--- src/rtl/rsd_pkg.sv ---
package rsd_pkg;

  // Steering strobes from the control to the datapath.
  typedef struct packed {
    logic negB;     // swap the wires of B (subtract)
    logic fix2Add;  // stage two adds M
    logic fix2Sub;  // stage two subtracts M
    logic fix3Add;  // stage three adds M
    logic fix3Sub;  // stage three subtracts M
  } rsdCtrl_t;

  // Value of one digit; both bits set reads as zero.
  function automatic logic signed [2:0] digitVal(input logic p, input logic n);
    if (p && !n)      return 3'sd1;
    else if (n && !p) return -3'sd1;
    else              return 3'sd0;
  endfunction

  // Integer value of a signed-digit vector of w digits (w <= 62).
  function automatic longint sdValue(input logic [63:0] p, input logic [63:0] n, input int w);
    longint acc;
    acc = 0;
    for (int i = 0; i < w; i++) begin
      if (p[i] && !n[i])      acc = acc + (longint'(1) <<< i);
      else if (n[i] && !p[i]) acc = acc - (longint'(1) <<< i);
    end
    return acc;
  endfunction

endpackage

--- src/rtl/rsd_sd_add.sv ---
// Carry-free signed-digit adder: W digits in, W+1 digits out.
module rsd_sd_add
  import rsd_pkg::*;
#(
  parameter int W = 8
) (
  input  logic [W-1:0] xPos,
  input  logic [W-1:0] xNeg,
  input  logic [W-1:0] yPos,
  input  logic [W-1:0] yNeg,
  output logic [W:0]   sPos,
  output logic [W:0]   sNeg
);

  logic [W-1:0] isNeg;
  logic [W-1:0] lowNeg;
  logic [W-1:0] trPos;
  logic [W-1:0] trNeg;

  assign isNeg  = (xNeg & ~xPos) | (yNeg & ~yPos);
  assign lowNeg = {isNeg[W-2:0], 1'b0};

  genvar i;
  generate
    for (i = 0; i < W; i++) begin : gDig
      logic signed [2:0] pSum;
      logic signed [2:0] tr;
      logic signed [2:0] wv;
      logic signed [2:0] tIn;
      logic signed [2:0] sd;

      always_comb begin
        pSum = digitVal(xPos[i], xNeg[i]) + digitVal(yPos[i], yNeg[i]);
        case (pSum)
          3'sd2:  begin tr = 3'sd1;  wv = 3'sd0; end
          -3'sd2: begin tr = -3'sd1; wv = 3'sd0; end
          3'sd1:  begin
            if (lowNeg[i]) begin tr = 3'sd0; wv = 3'sd1;  end
            else           begin tr = 3'sd1; wv = -3'sd1; end
          end
          -3'sd1: begin
            if (lowNeg[i]) begin tr = -3'sd1; wv = 3'sd1;  end
            else           begin tr = 3'sd0;  wv = -3'sd1; end
          end
          default: begin tr = 3'sd0; wv = 3'sd0; end
        endcase
      end

      assign trPos[i] = (tr == 3'sd1);
      assign trNeg[i] = (tr == -3'sd1);

      if (i == 0) begin : gLsb
        assign tIn = 3'sd0;
      end else begin : gUp
        assign tIn = digitVal(trPos[i-1], trNeg[i-1]);
      end

      assign sd      = wv + tIn;
      assign sPos[i] = (sd == 3'sd1);
      assign sNeg[i] = (sd == -3'sd1);
    end
  endgenerate

  assign sPos[W] = trPos[W-1];
  assign sNeg[W] = trNeg[W-1];

endmodule

--- src/rtl/rsd_mod_dp.sv ---
// Datapath: three cascaded carry-free stages plus the top-digit fold.
module rsd_mod_dp
  import rsd_pkg::*;
#(
  parameter int N = 8
) (
  input  logic [N-1:0] aPos,
  input  logic [N-1:0] aNeg,
  input  logic [N-1:0] bPos,
  input  logic [N-1:0] bNeg,
  input  logic [N-1:0] mPos,
  input  logic [N-1:0] mNeg,
  input  rsdCtrl_t     ctrl,
  output logic         t1TopPos,
  output logic         t1TopNeg,
  output logic [1:0]   t2HiPos,
  output logic [1:0]   t2HiNeg,
  output logic [N:0]   rPos,
  output logic [N:0]   rNeg
);

  localparam int W2 = N + 1;
  localparam int W3 = N + 2;

  logic [N-1:0]  ybPos, ybNeg;
  logic [N:0]    t1Pos, t1Neg;
  logic [W2-1:0] m2Pos, m2Neg;
  logic [W2:0]   t2Pos, t2Neg;
  logic [W3-1:0] m3Pos, m3Neg;
  logic [W3:0]   t3Pos, t3Neg;
  logic signed [4:0] foldVal;

  // Stage one: A plus B, or A plus negated B.
  assign ybPos = ctrl.negB ? bNeg : bPos;
  assign ybNeg = ctrl.negB ? bPos : bNeg;

  rsd_sd_add #(.W(N)) uStage1 (
    .xPos(aPos), .xNeg(aNeg), .yPos(ybPos), .yNeg(ybNeg),
    .sPos(t1Pos), .sNeg(t1Neg)
  );

  // Stage two: optional +/-M.
  always_comb begin
    m2Pos = '0;
    m2Neg = '0;
    if (ctrl.fix2Add) begin
      m2Pos = W2'(mPos);
      m2Neg = W2'(mNeg);
    end else if (ctrl.fix2Sub) begin
      m2Pos = W2'(mNeg);
      m2Neg = W2'(mPos);
    end
  end

  rsd_sd_add #(.W(W2)) uStage2 (
    .xPos(t1Pos), .xNeg(t1Neg), .yPos(m2Pos), .yNeg(m2Neg),
    .sPos(t2Pos), .sNeg(t2Neg)
  );

  // Stage three: optional +/-M.
  always_comb begin
    m3Pos = '0;
    m3Neg = '0;
    if (ctrl.fix3Add) begin
      m3Pos = W3'(mPos);
      m3Neg = W3'(mNeg);
    end else if (ctrl.fix3Sub) begin
      m3Pos = W3'(mNeg);
      m3Neg = W3'(mPos);
    end
  end

  rsd_sd_add #(.W(W3)) uStage3 (
    .xPos(t2Pos), .xNeg(t2Neg), .yPos(m3Pos), .yNeg(m3Neg),
    .sPos(t3Pos), .sNeg(t3Neg)
  );

  // Collapse digits N..N+2 into one digit of weight 2^N.
  always_comb begin
    foldVal = 5'(digitVal(t3Pos[N], t3Neg[N]))
            + 5'(digitVal(t3Pos[N+1], t3Neg[N+1])) * 5'sd2
            + 5'(digitVal(t3Pos[N+2], t3Neg[N+2])) * 5'sd4;
  end

  assign rPos = {foldVal == 5'sd1,  t3Pos[N-1:0]};
  assign rNeg = {foldVal == -5'sd1, t3Neg[N-1:0]};

  assign t1TopPos = t1Pos[N];
  assign t1TopNeg = t1Neg[N];
  assign t2HiPos  = t2Pos[N+1:N];
  assign t2HiNeg  = t2Neg[N+1:N];

endmodule

--- src/rtl/rsd_mod_ctl.sv ---
// Control: turns the select and the top digits into steering strobes.
module rsd_mod_ctl
  import rsd_pkg::*;
(
  input  logic       opSub,
  input  logic       t1TopPos,
  input  logic       t1TopNeg,
  input  logic [1:0] t2HiPos,
  input  logic [1:0] t2HiNeg,
  output rsdCtrl_t   ctrl
);

  logic signed [2:0] d1, dHi, dLo, dSel;

  always_comb begin
    d1   = digitVal(t1TopPos, t1TopNeg);
    dHi  = digitVal(t2HiPos[1], t2HiNeg[1]);
    dLo  = digitVal(t2HiPos[0], t2HiNeg[0]);
    dSel = (dHi != 3'sd0) ? dHi : dLo;

    ctrl.negB    = opSub;
    ctrl.fix2Sub = (d1 == 3'sd1);
    ctrl.fix2Add = (d1 == -3'sd1);
    ctrl.fix3Sub = (dSel == 3'sd1);
    ctrl.fix3Add = (dSel == -3'sd1);
  end

endmodule

--- src/rtl/rsd_mod_addsub.sv ---
// Thin top: control and datapath.
module rsd_mod_addsub
  import rsd_pkg::*;
#(
  parameter int N = 8
) (
  input  logic [N-1:0] aPos,
  input  logic [N-1:0] aNeg,
  input  logic [N-1:0] bPos,
  input  logic [N-1:0] bNeg,
  input  logic [N-1:0] mPos,
  input  logic [N-1:0] mNeg,
  input  logic         opSub,
  output logic [N:0]   rPos,
  output logic [N:0]   rNeg
);

  rsdCtrl_t   ctrl;
  logic       t1TopPos, t1TopNeg;
  logic [1:0] t2HiPos, t2HiNeg;

  rsd_mod_ctl uCtl (
    .opSub(opSub), .t1TopPos(t1TopPos), .t1TopNeg(t1TopNeg),
    .t2HiPos(t2HiPos), .t2HiNeg(t2HiNeg), .ctrl(ctrl)
  );

  rsd_mod_dp #(.N(N)) uDp (
    .aPos(aPos), .aNeg(aNeg), .bPos(bPos), .bNeg(bNeg),
    .mPos(mPos), .mNeg(mNeg), .ctrl(ctrl),
    .t1TopPos(t1TopPos), .t1TopNeg(t1TopNeg),
    .t2HiPos(t2HiPos), .t2HiNeg(t2HiNeg),
    .rPos(rPos), .rNeg(rNeg)
  );

endmodule

--- config.mk ---
export PLATFORM = sky130hd
export DESIGN_NAME = rsd_mod_addsub
export DESIGN_NICKNAME = d
export VERILOG_FILES = /design/src/rtl/rsd_pkg.sv /design/src/rtl/rsd_sd_add.sv /design/src/rtl/rsd_mod_dp.sv /design/src/rtl/rsd_mod_ctl.sv /design/src/rtl/rsd_mod_addsub.sv
export SDC_FILE = /design/constraint.sdc
export NUM_CORES = 1
export LEC_CHECK = 0
export BUFFER_PORTS_ARGS = -buffer_cell sky130_fd_sc_hd__buf_2
export CORE_MARGIN = 2
export CORE_UTILIZATION = 28
export DETAILED_ROUTE_END_ITERATION = 12
export PLACE_DENSITY_LB_ADDON = 0.3
export SETUP_SLACK_MARGIN = 0.5
export SYNTH_ARGS = -nofsm -noshare
export SYNTH_HDL_FRONTEND = slang
export SYNTH_SLANG_ARGS = --single-unit
--- constraint.sdc ---
create_clock -name vclk -period 12.4
set_clock_uncertainty 0.2 [all_clocks]
set_input_delay 0.62 -clock vclk [all_inputs]
set_output_delay 0.62 -clock vclk [all_outputs]
set_load 0.02 [all_outputs]
==> impl_metrics.toml, run 1 <==
[sta]
max_freq_mhz = 89.2
hold_violations = 0
grt_setup_unrepaired = "false"
tightest_slew_ps = 547
finalSetupViolCount = 0
slew_viol_final = 0
fin_crit_ps = 11210
finalSetupTns_ps = 0
setup_ws_ps = 1190
holdWs_ps = 1790
finalCritPeriodShare = 0.904
maxSlewHeadroom = 0.633

[synth]
syn_avg_cell_area_um2 = 8.29
synth_cell_types = 52
yosysWarnings = 0
synth_nets = 935
synthCells = 709
synth_seq_area_share = 0
synth_area_um2 = 5880

[global_routing]
grt_use_met2 = 0.206
grt_pass1_wl_um = 20100
grt_pass1_vias = 4811
overflow = 0
antenna_found_initial = 2
grtUsageTotal = 0.104
met1_usage = 0.129
grtUsageMet3 = 0.00979
grt_max_degree = 19
grt.busiest_layer = "met2"

[setup_path]
cp-end-kind = "output port"
cp_max_fo = 16
startpoint_type = "input pin"
cp-startpoint = "opSub"
worst_ep_required_time_ps = 11580
cp.arrival_ps = 10390
critPathMaxStageDelay_ps = 620
crit_path_frequent_cell = "inv_1"
cp_slowest_cell = "fa_2"
crit_type = "in -> out"

[route]
routed_wirelength_um = 10800
drt_iter0_markers = 137
drc = 0
wl_per_cell_um = 10.3
vias_per_cell = 4.42
first_pass_iters = 4
final_antenna_net_count = 0
vias = 4626

[clocking]
cts_hold_buffers = 0

[floorplanning]
die_h_um = 149
die_w_um = 149
core_area_um2 = 20400
design.die.area_um2 = 22200
start_util = 0.288
io_pins = 67
num_rows = 52

[final_layout]
final_cell_mix = "inv_1, ha_1, fa_1"
finalNonFillerCells = 1046
n_sequential_cell = 0
drive_gt1_frac = 0.142
seq_area_um2 = 0
final_common_cell = "inv_1"
num-clock-buffers = 0
fillCellCount = 2201
area_growth_pct = 13.2
final_nets = 1002

[min_path]
hp-start = "mPos[0]"
min_path_type = "in -> out"

[job]
drv_cap = 0

[placed_design]
post-place-ws_ps = 386
dp_hpwl_um = 9700
dp.cells = 1040
port_buffers = 66
gp_congestion = 0.812

[run_status]
outcome = "finished clean"
cell type report:
class,count,area (um2),area share
multi-input cells,563,5390,0.810
inverters,137,514,0.0773
repair buffers,74,408,0.0613
well taps,270,338,0.0508
diodes,2,5.00,0.000752
per-stage QoR:
| stage | utilization | cell area, um2 |
|---|---|---|
| final | 0.326 | 6650 |
| after global routing | 0.325 | 6650 |
| after CTS | 0.319 | 6520 |
| after detailed placement | 0.319 | 6510 |
| after global placement | 0.319 | 6510 |
| after floorplan | - | 5880 |
cells in the mapped netlist, types with 2 or more instances:
| cell type | instances | share of area |
|---|---|---|
| inv_1 | 137 | 0.088 |
| ha_1 | 90 | 0.19 |
| fa_1 | 87 | 0.30 |
| nand2_1 | 80 | 0.051 |
| and2_1 | 44 | 0.047 |
| nor2_1 | 32 | 0.020 |
| nand2b_1 | 22 | 0.023 |
| o21ai_0 | 21 | 0.018 |
| xnor2_1 | 18 | 0.027 |
| nand3_1 | 17 | 0.014 |
| a21boi_0 | 16 | 0.020 |
| o22ai_1 | 12 | 0.013 |
| o21a_1 | 10 | 0.013 |
| xor2_1 | 10 | 0.015 |
| a21oi_1 | 9 | 0.0077 |
| a22oi_1 | 9 | 0.011 |
| mux2_2 | 9 | 0.017 |
| a22o_1 | 8 | 0.012 |
| mux2i_1 | 7 | 0.012 |
| nand3b_1 | 7 | 0.0089 |
| a211oi_1 | 6 | 0.0077 |
| a2bb2oi_1 | 6 | 0.0089 |
| a31oi_1 | 6 | 0.0064 |
| and3b_1 | 6 | 0.0089 |
| buf_2 | 4 | 0.0034 |
| and3_1 | 3 | 0.0032 |
| or2_2 | 3 | 0.0032 |
| a2bb2oi_2 | 2 | 0.0051 |
| buf_4 | 2 | 0.0026 |
| buf_6 | 2 | 0.0038 |
| nor3b_1 | 2 | 0.0026 |
| nor4_1 | 2 | 0.0021 |
per-layer routing:
layer | vias up | share of wire
li1 | 2374 | -
met1 | 2201 | 0.45
met2 | 51 | 0.52
met3 | 0 | 0.036
met4 | 0 | 0
met5 | - | 0
repair_timing:
item / in CTS / in global routing
buffers inserted: 0 / 4
endpoints found under the hold margin: 0 / 0
cloned: 0 / 0
pin swaps: 0 / 5
setup endpoints to repair: 2 / 2
resized for setup: 2 / 22
logic make-up after synthesis:
family | share of synthesized area
AO/OA/AOI/OAI | 0.139
XOR/XNOR | 0.0417
adder cells (fa/ha/maj) | 0.488
buffers and inverters | 0.0979
multiplexers | 0.0292
other | 0.000638
AND/OR/NAND/NOR | 0.204
worst paths after layout:
path,to,slack [ps],cells after the start
max,rNeg[8],1190,48
min,rNeg[0],1790,5
worst max-delay path: cells and delay by family:
kind	cells	cell delay (ps)
xor+xnor	4	480
simple gates	7	930
buf+inv	13	1060
fa+ha+maj	17	5850
mux	1	350
compound gates	6	1090
Power of run 1 is left out: the tool's default activity adds up to more than one toggle a clock period on the data nets, which glitch-free logic cannot reach.
==> run 2, diff against run 1 <==
Clock period 12.4 ns to 9.8 ns, I/O delays scaled along.
==> run 2 against run 1 <==
  * The flow now finishes with violations (setup timing)
  * Critical path depth unchanged
  * Sequential share of layout area did not move
  * Sequential cell count is the same
  * Global-route usage is 1.4 points higher
  * Non-clock buffer count up 107
  * Critical path type unchanged
  * Largest cell class unchanged
==> impl_metrics.toml, run 2 (same netlist as run 1, synthesis figures left out) <==
[job]
drv_cap = 0

[floorplanning]
num_rows = 52
start_util = 0.288
io_pins = 67
core_area_um2 = 20400
design.die.area_um2 = 22200
die_w_um = 149
die_h_um = 149

[global_routing]
grt_max_degree = 17
grtUsageTotal = 0.118
overflow = 0
antenna_found_initial = 1
grt_pass1_vias = 5373
grt_pass1_wl_um = 22600

[setup_path]
crit_type = "in -> out"
crit_path_frequent_cell = "inv_2"
cp-end-kind = "output port"
startpoint_type = "input pin"
crit_cells = 48
cp.arrival_ps = 9880
cp_top_family = "adder cells"
cp_max_fo = 4
cp_slowest_cell = "fa_2"
worst_ep_required_time_ps = 9110
critPathMaxStageDelay_ps = 570
critPathCapture = "rNeg[8]"
critical_path_buf_inv_count = 14
cp-startpoint = "opSub"

[sta]
max_freq_mhz = 94.6
grt_setup_unrepaired = "true"
finalSetupTns_ps = -2900
holdWs_ps = 1450
fin_crit_ps = 10570
slew_viol_final = 0
setup_ws_ps = -772
finalCritPeriodShare = 1.08
finalSetupViolCount = 4
hold_violations = 0
tightest_slew_ps = 585
maxSlewHeadroom = 0.608

[final_layout]
final_nets = 1109
final_cell_mix = "inv_1, buf_4, fa_1"
fillCellCount = 2142
multi_input_area_um2 = 5760
final_common_cell = "inv_1"
drive_gt1_frac = 0.344
finalNonFillerCells = 1152
seq_area_um2 = 0
num-clock-buffers = 0
utilization = 0.391
n_sequential_cell = 0
area_growth_pct = 36.0

[route]
drt_iter0_markers = 113
wl_per_cell_um = 10.9
routed_wirelength_um = 12500
final_antenna_net_count = 0
vias = 5092
vias_per_cell = 4.42
drc = 0
first_pass_iters = 4

[placed_design]
dp_hpwl_um = 10300
dp.cells = 1103
port_buffers = 66
gp_congestion = 0.771

[run_status]
outcome = "complete, but fails checks"
violations = "setup timing"

[min_path]
min_path_type = "in -> out"
run 2: cell count changes in the layout (fill, tap and decap cells not counted), sizes merged:
cell	change
buf	+107
diode	-1
run 2: cell type report:
cell class | count | area share
Multi-Input combinational cell | 563 | 0.721
Tap cell | 270 | 0.0423
Antenna cell | 1 | 0.000313
Inverter | 137 | 0.0643
Timing Repair Buffer | 181 | 0.172
run 2: worst min path at each step:
stage               to    start  cells after the start  slack (ps)
5_1_grt        rNeg[0]  mPos[0]                      5        1500
3_5_place_dp   rNeg[0]  mPos[0]                      5        1470
3_3_place_gp   rNeg[0]  mPos[0]                      5        1490
4_1_cts        rNeg[0]  mNeg[0]                      6        1440
2_1_floorplan  rNeg[0]  mPos[0]                      3        1220
6_report       rNeg[0]  mNeg[0]                      6        1450
run 2: through the flow:
stage	worst slack (ps)	area, um2
after floorplan	-867	6030
after global placement	-761	7120
after detailed placement	-933	7120
after CTS	-759	7760
after global routing	-1190	7990
final	-772	7990
run 2: timing repair:
item	in CTS	in global routing
gates cloned	1	0
pin swaps	45	38
endpoints found under the hold margin	0	0
buffers inserted	37	10
resized for setup	103	43
setup endpoints to repair	12	16
hold buffers	0	0
run 2: per-layer routing:
| layer | track usage | part of all wire | vias to the layer above |
|---|---|---|---|
| met5 | 0 | 0 | - |
| met4 | 0.00619 | 0.0069 | 0 |
| met3 | 0.00734 | 0.025 | 11 |
| met2 | 0.244 | 0.56 | 54 |
| met1 | 0.138 | 0.41 | 2434 |
| li1 | - | - | 2593 |
run 2: worst min-delay path, delay by kind of cell:
kind	cells	cell delay (ps)
AND/OR/NAND/NOR	1	60
adder cells (fa/ha/maj)	1	220
buffers and inverters	3	310
AO/OA/AOI/OAI	1	80
Power of run 2 is left out for the same reason.
==> run 3, diff against run 2 <==
Settings changed: ABC_AREA set to 1.
Clock period 9.8 ns to 9.7 ns, I/O delays scaled along.
==> run 3 against run 2 <==
  * The flow still finishes with violations (setup timing)
  * Sequential share of layout area stayed put
  * Final cell count is 9.6% higher
  * Clock-buffer cell count stayed put
  * Routed wire length is 7.1% lower
  * Sequential cell count unchanged
  * Non-clock buffer count shrank 24
  * Cell area shrank 6.1%
  * Synthesized area fell by 0.53%
==> impl_metrics.toml, run 3 <==
[synth]
synthCells = 844
synth_top_area_cell = "fa_1"
synth_seq_area_share = 0
synth_top_family_by_area = "adder cells"
yosysWarnings = 0
synth_most_common_cell = "inv_1"
syn_avg_cell_area_um2 = 6.93
synth_cell_types = 34
synth_area_um2 = 5850
synth_fa_ha_area_frac = 0.491
yosys.area_share.xor_xnor = 0.00449
synthTopCellsByCount = "inv_1, nand2_1, ha_1"
synth_nets = 1070
synth.area.mux_share = 0
synth.area.top_cells = "fa_1, ha_1, inv_1"
synth_top_area_share = 0.298
synth_compound_area_frac = 0.106
synth-simple-area-share = 0.229

[setup_path]
cp-end-kind = "output port"
cp.arrival_ps = 9590
crit_path_frequent_cell = "buf_4"
critical_path_buf_inv_count = 29
worst_ep_required_time_ps = 9020
cp_max_fo = 6
critPathMaxStageDelay_ps = 590
cp_slowest_cell = "fa_2"
startpoint_type = "input pin"
crit_type = "in -> out"
cp_top_family = "adder cells"

[placed_design]
port_buffers = 66
post-place-ws_ps = -788
placed_area_um2 = 6980
dp_hpwl_um = 9790
gp_congestion = 0.816

[floorplanning]
design.die.area_um2 = 22000
io_pins = 67
die_w_um = 148
die_h_um = 148
start_util = 0.287
core_area_um2 = 20400
num_rows = 52

[sta]
finalSetupViolCount = 2
slew_viol_final = 0
max_freq_mhz = 97.3
hold_violations = 0
maxSlewHeadroom = 0.610
fin_crit_ps = 10280
setup_ws_ps = -578
tightest_slew_ps = 581
finalCritPeriodShare = 1.06
grt_setup_unrepaired = "true"
finalSetupTns_ps = -1150

[final_layout]
final_cell_mix = "inv_1, nand2_1, buf_4"
seq_area_um2 = 0
final_area_um2 = 7500
final_common_cell = "inv_1"
num-clock-buffers = 0
n_sequential_cell = 0
drive_gt1_frac = 0.244
utilization = 0.368
final_nets = 1220
area_growth_pct = 28.3

[route]
vias_per_cell = 4.10
first_pass_iters = 4
final_antenna_net_count = 0
wl_per_cell_um = 9.22
drc = 0
drt_iter0_markers = 137
routed_wirelength_um = 11600
vias = 5174

[min_path]
hp-start = "mPos[0]"
worstHoldPathCells = 7
min_to = "rNeg[0]"
min_path_type = "in -> out"

[job]
drv_cap = 0

[global_routing]
grt_max_degree = 25
grt_pass1_wl_um = 20900
grt_pass1_vias = 4911
overflow = 0
antenna_found_initial = 1
grtUsageTotal = 0.107

[run_status]
violations = "setup timing"
outcome = "complete, but fails checks"
[run 3: cell count changes after synthesis, sizes merged, moves of 22 or more]
cell	delta
nand3	+49
o21ai	+33
and2	-41
nand2b	-22
nand2	+68
inv	+114
[run 3: logic make-up (layout without fill, tap and decap cells)]
kind of cell | count (synthesis) | count (layout)
simple gates | 298 | 298
xor+xnor | 3 | 3
buf+inv | 260 | 408
compound gates | 105 | 105
other cells | 1 | 2
fa+ha+maj | 177 | 177
[run 3: metal layers]
| layer | global-route usage | vias to the layer above | part of all wire |
|---|---|---|---|
| met4 | 0.0167 | 0 | 0.016 |
| li1 | - | 2840 | - |
| met3 | 0.00245 | 10 | 0.023 |
| met5 | 0 | - | 0 |
| met2 | 0.179 | 70 | 0.44 |
| met1 | 0.159 | 2254 | 0.53 |
[run 3: worst max path at each step]
stage	depth (start not counted)	start	to	slack, ps
6_report	58	opSub	rNeg[8]	-580
5_1_grt	55	opSub	rPos[8]	-1080
4_1_cts	55	opSub	rNeg[8]	-530
3_5_place_dp	54	opSub	rPos[8]	-790
3_3_place_gp	52	opSub	rPos[8]	-630
2_1_floorplan	54	opSub	rPos[8]	-800
[run 3: area by class of cell]
type	instances	area [um2]
multi-input combinational	584	5140
antenna	1	2.50
inverter	251	947
tap	270	338
fill	2145	12900
timing repair buffer	157	1070
[run 3: per-stage QoR]
stage | cells | hold slack, ps
finish | 1263 | 1440
floorplan | 844 | 1180
detailed placement | 1224 | 1440
CTS | 1259 | 1440
global route | 1263 | 1530
global placement | 1224 | 1440
[run 3: timing repair]
action,4_1_cts,5_1_grt
hold buffers,0,0
pin swaps,17,18
endpoints found under the setup margin,2,16
gates resized for setup,17,51
setup buffers,35,3
[run 3: tightest hold or removal path, stage by stage]
cell	delay (ps)
buf_2	120
nand2_1	60
nand2_1	40
inv_1	80
fa_1	160
inv_1	50
buf_2	150
Power of run 3 is left out for the same reason.
